`src/rtl/cmp_evt_pkg.sv`:
```
// Shared types and field positions for the comparator event interrupt controller.
// Assumes an 8-bit control/status register.
package cmp_evt_pkg;

    typedef enum logic [1:0] {
        MODE_ANY  = 2'b00,
        MODE_NONE = 2'b01,
        MODE_FALL = 2'b10,
        MODE_RISE = 2'b11
    } evt_mode_e;

    typedef struct packed {
        logic      ie;
        logic      route;
        evt_mode_e mode;
    } ctrl_t;

    localparam int REG_W     = 8;
    localparam int FLAG_BIT  = 4;
    localparam int LIVE_BIT  = 5;
    localparam int CTRL_W    = $bits(ctrl_t);

endpackage

```
`src/rtl/cmp_sync.sv`:
```
// Multi-stage synchronizer for the comparator output. A valid token runs
// alongside the data, so that later logic knows when the last stage holds a
// real sample rather than its reset value. Assumes STAGES >= 2.
module cmp_sync #(
    parameter int STAGES = 2
) (
    input  logic clk,
    input  logic rst_n,
    input  logic din,
    output logic samp,
    output logic samp_vld
);
    logic [STAGES-1:0] sh_q;
    logic [STAGES-1:0] vld_q;

    generate
        if (STAGES < 2) begin : g_bad
            initial $error("cmp_sync needs at least two stages");
        end
    endgenerate

    // Shift the input and the valid token one stage per clock.
    always_ff @(posedge clk) begin
        if (!rst_n) begin
            sh_q  <= '0;
            vld_q <= '0;
        end else begin
            sh_q  <= {sh_q[STAGES-2:0], din};
            vld_q <= {vld_q[STAGES-2:0], 1'b1};
        end
    end

    assign samp     = sh_q[STAGES-1];
    assign samp_vld = vld_q[STAGES-1];

    // the valid token never drops once it has been raised.
    a_r10_vld_sticky: assert property (@(posedge clk) disable iff (!rst_n)
        samp_vld |=> samp_vld);
endmodule

```
`src/rtl/cmp_edge.sv`:
```
// Edge detector and mode decoder. It compares the current synchronized sample
// with the previous one. No edge is reported until the previous-sample
// register holds a real sample.
module cmp_edge
    import cmp_evt_pkg::*;
(
    input  logic      clk,
    input  logic      rst_n,
    input  logic      samp,
    input  logic      samp_vld,
    input  evt_mode_e mode,
    output logic      evt
);
    logic prev_q;
    logic prev_vld_q;
    logic rise;
    logic fall;

    // Keep the previous sample and record whether it is a real one.
    always_ff @(posedge clk) begin
        if (!rst_n) begin
            prev_q     <= 1'b0;
            prev_vld_q <= 1'b0;
        end else begin
            prev_q     <= samp;
            prev_vld_q <= samp_vld;
        end
    end

    assign rise = prev_vld_q &  samp & ~prev_q;
    assign fall = prev_vld_q & ~samp &  prev_q;

    // Pick the event that the mode field selects.
    always_comb begin
        unique case (mode)
            MODE_ANY:  evt = rise | fall;
            MODE_FALL: evt = fall;
            MODE_RISE: evt = rise;
            default:   evt = 1'b0;
        endcase
    end

    // the reserved mode never produces an event.
    a_r2_reserved_quiet: assert property (@(posedge clk) disable iff (!rst_n)
        (mode == MODE_NONE) |-> !evt);
    // no event before the previous sample is real.
    a_r10_no_first_evt: assert property (@(posedge clk) disable iff (!rst_n)
        !prev_vld_q |-> !evt);
endmodule

```
`src/rtl/cmp_ctrl_reg.sv`:
```
// Control/status register. It holds the control fields and the sticky event
// flag. An event takes priority over a clear by acknowledge or by write-one.
module cmp_ctrl_reg
    import cmp_evt_pkg::*;
(
    input  logic        clk,
    input  logic        rst_n,
    input  logic        wr_en,
    input  logic [FLAG_BIT:0] wr_bits,
    input  logic        evt,
    input  logic        ack,
    output logic        flag,
    output ctrl_t       ctrl
);
    logic   flag_q;
    ctrl_t  ctrl_q;
    logic   clr;

    assign clr = ack | (wr_en & wr_bits[FLAG_BIT]);

    // Control fields load on every write.
    always_ff @(posedge clk) begin
        if (!rst_n) ctrl_q <= '0;
        else if (wr_en) ctrl_q <= ctrl_t'(wr_bits[CTRL_W-1:0]);
    end

    // Flag: set by an event, cleared otherwise by acknowledge or write-one.
    always_ff @(posedge clk) begin
        if (!rst_n)   flag_q <= 1'b0;
        else if (evt) flag_q <= 1'b1;
        else if (clr) flag_q <= 1'b0;
    end

    assign flag = flag_q;
    assign ctrl = ctrl_q;

    // an event always leaves the flag set.
    a_r3_evt_sets: assert property (@(posedge clk) disable iff (!rst_n)
        evt |=> flag_q);
    // an acknowledge with no event clears the flag.
    a_r5_ack_clears: assert property (@(posedge clk) disable iff (!rst_n)
        (ack && !evt) |=> !flag_q);
    // writing 0 to the flag bit keeps it.
    a_r6_w0_keeps: assert property (@(posedge clk) disable iff (!rst_n)
        (wr_en && !wr_bits[FLAG_BIT] && !ack && !evt) |=> (flag_q == $past(flag_q)));
    // the control fields hold when no write occurs.
    a_r11_ctrl_hold: assert property (@(posedge clk) disable iff (!rst_n)
        !wr_en |=> $stable(ctrl_q));
endmodule

```
`src/rtl/cmp_evt_irq.sv`:
```
// Top level of the comparator event interrupt controller. It connects the
// synchronizer, edge detector and register, assembles the read word, and
// gates the interrupt and capture outputs. Assumes cmp_in is asynchronous.
module cmp_evt_irq
    import cmp_evt_pkg::*;
#(
    parameter int SYNC_STAGES = 2
) (
    input  logic             clk,
    input  logic             rst_n,
    input  logic             cmp_in,
    input  logic             wr_en,
    input  logic [REG_W-1:0] wr_data,
    output logic [REG_W-1:0] rd_data,
    input  logic             gie,
    input  logic             irq_ack,
    output logic             irq,
    output logic             cap_trig
);
    logic  samp;
    logic  samp_vld;
    logic  evt;
    logic  flag;
    ctrl_t ctrl;

    cmp_sync #(.STAGES(SYNC_STAGES)) u_sync (
        .clk      (clk),
        .rst_n    (rst_n),
        .din      (cmp_in),
        .samp     (samp),
        .samp_vld (samp_vld)
    );

    cmp_edge u_edge (
        .clk      (clk),
        .rst_n    (rst_n),
        .samp     (samp),
        .samp_vld (samp_vld),
        .mode     (ctrl.mode),
        .evt      (evt)
    );

    cmp_ctrl_reg u_reg (
        .clk     (clk),
        .rst_n   (rst_n),
        .wr_en   (wr_en),
        .wr_bits (wr_data[FLAG_BIT:0]),
        .evt     (evt),
        .ack     (irq_ack),
        .flag    (flag),
        .ctrl    (ctrl)
    );

    // Read word: zero upper bits, live level, flag, control fields.
    always_comb begin
        rd_data                   = '0;
        rd_data[LIVE_BIT]         = samp;
        rd_data[FLAG_BIT]         = flag;
        rd_data[CTRL_W-1:0]       = ctrl;
    end

    assign irq      = flag & ctrl.ie & gie;
    assign cap_trig = ctrl.route & samp;

    // a request needs the global enable.
    a_r4_irq_needs_gie: assert property (@(posedge clk) disable iff (!rst_n)
        irq |-> gie);
    // capture stays inactive while routing is off.
    a_r7_cap_off: assert property (@(posedge clk) disable iff (!rst_n)
        !rd_data[2] |-> !cap_trig);
endmodule

```
`config.mk`:
```
export PLATFORM = sky130hd
export DESIGN_NAME = cmp_evt_irq
export DESIGN_NICKNAME = d
export VERILOG_FILES = /design/src/rtl/cmp_evt_pkg.sv /design/src/rtl/cmp_sync.sv /design/src/rtl/cmp_edge.sv /design/src/rtl/cmp_ctrl_reg.sv /design/src/rtl/cmp_evt_irq.sv
export SDC_FILE = /design/constraint.sdc
export NUM_CORES = 1
export LEC_CHECK = 0
export BUFFER_PORTS_ARGS = -buffer_cell sky130_fd_sc_hd__buf_2
export CAP_MARGIN = 20
export CORE_AREA = 2 2 39 41
export CTS_CLUSTER_DIAMETER = 50
export DETAILED_ROUTE_END_ITERATION = 10
export DIE_AREA = 0 0 41 43
export SYNTH_ARGS = -nofsm -noshare
export SYNTH_HDL_FRONTEND = slang
export SYNTH_SLANG_ARGS = --single-unit
export TNS_END_PERCENT = 30
```
`constraint.sdc`:
```
create_clock -name clk -period 1 [get_ports clk]
set_input_delay 0.15 -clock clk [delete_from_list [all_inputs] [get_ports clk]]
set_output_delay 0.15 -clock clk [all_outputs]
set_load 0.005 [all_outputs]
```
==> flow_metrics.tcl <==
set metrics [dict create \
    seq_area_frac_synth_pct 53.0 \
    hold_start "cmp_in" \
    multiInputGateArea_um2 165 \
    antenna_found_initial 0 \
    finalClockSkew_ns 0.00726 \
    gp_congestion 0.599 \
    setup_ws_ns -0.0123 \
    yosys_warnings 0 \
    grt.overflow.total 0 \
    ir_drop_mv 0.839 \
    max_cap_viol_count 0 \
    cts.sinks 11 \
    cts_hold_buf 0 \
    crit_chain "and3_4 -> buf_6" \
    startpoint_type "register" \
    rr_startpoint "u_sync.sh_q[1]$_SDFF_PN0_" \
    grt_max_degree 12 \
    crit_required_ns 0.85 \
    status "finished with violations" \
    global_route.usage.total_pct 9.90 \
    finalCoreUtilization_pct 40.7 \
    drc 0 \
    dpl_cell_area_um2 494 \
    power-per-cell-area_nw_per_um2 1510 \
    r2r_slack_ns 0.05 \
    initial_core_util_pct 30.0 \
    slew_violations 0 \
    syn_area_per_cell_um2 10.7 \
    min_to "u_sync.sh_q[0]$_SDFF_PN0_" \
    syn_to_final_growth_pct 35.5 \
    worstReg2RegEnd "u_reg.flag$_SDFFE_PN0P_" \
    rsz0062_at_grt "true" \
    core_area_um2 1380 \
    worstSkewPairLatency_ns 0.27 \
    seq_area_um2 226 \
    die-height_um 43 \
    nets 74 \
    cp_num_buf_inv 1 \
    synth_area_um2 415 \
    cts.clk_slew.worst_paths_ns 0.07 \
    routedWlPerCell_um 9.15 \
    grt_pass1_wl_um 1040 \
    nFillCells 145 \
    period_needed_ns 1.01 \
    cts_buffers 3 \
    drt_wl_total_um 686 \
    slowest_delay_ns 0.34 \
    crit_arrival_ns 0.86 \
    dr.pass1.iters 2 \
    post_route_cells_drive_above_1_share_pct 49.2 \
    violations "negative setup slack" \
    io_pins 24 \
    syn_inst 39 \
    final_cell_mix "16 x buf_2, 6 x and2_1, 6 x dfxtp_1" \
    fmax_mhz 988 \
    postRouteAntennaNets 0 \
    die_width_um 41 \
    critPathTopFamily "flip-flops" \
    rr_worst_depth 3 \
    synth-seq-cells 11 \
    finalCritPeriodShare_pct 101 \
    hpwl_um 486 \
    via_count 316 \
    leakagePower_nw 0.274 \
    yosysUniqueCellTypes 15 \
    final_common_cell "buf_2" \
    h-tree-depth 1 \
    fin_area_um2 563 \
    crit_type "register to output pin" \
    worstHoldPathCells 2 \
    hold_viol_final 0 \
    portBuffers 18 \
    cp_max_fo 3 \
    grt_pass1_vias 269 \
    drtIter0Drc 2 \
    critical_path.slowest_cell "dfxtp_2" \
    row_count 14 \
    cts_tree "yes" \
    viasPerCell 4.21 \
    hold_path_class "input pin to register" \
    dieArea_um2 1760 \
    clock_path_buffers 2 \
    diodes 0 \
    endpoint_kind "output pin" \
    setup_violations 1 \
    cts_root_buf "clkbuf_4" \
]
## Yosys cell counts (all sizes together)
| master | instances | area, µm² |
|---|---|---|
| nand2 | 1 | 3.75 |
| nor4bb | 1 | 10.0 |
| buf | 5 | 35.0 |
| xor2 | 1 | 8.76 |
| o31a | 1 | 8.76 |
| inv | 1 | 3.75 |
| and3 | 1 | 6.26 |
| mux2i | 4 | 40.0 |
| a211oi | 1 | 7.51 |
| nor3 | 1 | 5.00 |
| nor2b | 4 | 25.0 |
| dfxtp | 11 | 220 |
| and2 | 6 | 37.5 |
| conb | 1 | 3.75 |
## where the power goes
part	leakage [nW]	internal (mW)	switching, mW	total (mW)
logic	0.167	0.0490	0.0304	0.0794
registers	0.0927	0.460	0.0112	0.472
clock network	0.0150	0.154	0.146	0.300
total	0.274	0.664	0.187	0.851
## worst register-to-register path, stage by stage, from the launching register on
cell,delay [ns]
dfxtp_2,0.32
buf_4,0.13
nor4bb_1,0.26
o31a_1,0.18
## final cells by class
cell class / instances / share of cell area, %
sequential: 11 / 40.2
multi-input combinational: 23 / 29.3
timing repair buffer: 20 / 21.6
clock buffer: 4 / 4.67
tap: 16 / 3.56
inverter: 1 / 0.667
## routing by layer
metal / vias to the layer above / GRT usage [%] / wire length [µm]
met5: - / 0 / 0
met4: 0 / 6.00 / 0
met3: 0 / 9.42 / 62
met2: 14 / 15.0 / 332
met1: 139 / 7.54 / 292
li1: 163 / - / -
## sequential cells by signal, indices dropped and copies added, names as in the netlist
signal and count:
u_sync.sh_q 2, u_edge.prev_vld_q 1, u_edge.prev_q 1, u_reg.flag 1, u_sync.vld_q 2, u_reg.ctrl 4
## how the worst max path moves through the flow
stage | from | end | cells past startpoint
CTS | u_reg.ctrl[3]$_SDFFE_PN0P_ | irq | 2
global placement | u_reg.ctrl[0]$_SDFFE_PN0P_ | u_reg.flag$_SDFFE_PN0P_ | 3
floorplan | u_reg.ctrl[0]$_SDFFE_PN0P_ | u_reg.flag$_SDFFE_PN0P_ | 3
finish | u_reg.flag$_SDFFE_PN0P_ | irq | 2
detailed placement | u_reg.ctrl[0]$_SDFFE_PN0P_ | u_reg.flag$_SDFFE_PN0P_ | 3
global route | u_reg.flag$_SDFFE_PN0P_ | irq | 2
## per-stage QoR
stage / setup TNS [ns] / std cells / setup WS, ns / total power [mW] / hold slack, ns
2_1_floorplan: 0 / 40 / 0.0962 / 0.521 / 0.178
3_3_place_gp: 0 / 69 / 0.0714 / 0.548 / 0.355
3_5_place_dp: 0 / 69 / 0.0484 / 0.550 / 0.361
4_1_cts: -0.0137 / 75 / -0.0119 / 0.860 / 0.0827
5_1_grt: -0.109 / 75 / -0.0596 / 0.899 / 0.0850
6_report: -0.0123 / 75 / -0.0123 / 0.851 / 0.0902
## cells by family (layout without fill, tap and decap cells)
kind of cell	Yosys count	after routing	share of synthesized area, %
mux	4	4	9.64
flops	11	11	53.0
compound gates	2	2	3.92
buf+inv	6	25	9.34
other cells	1	2	0.903
simple gates	14	14	21.1
xor+xnor	1	1	2.11
## timing repair
action / 4_1_cts / 5_1_grt
buffers inserted: 2 / 0
setup endpoints to repair: 2 / 5
cloned: 0 / 0
resized for setup: 3 / 6
Power figures use the tool's default switching activity.
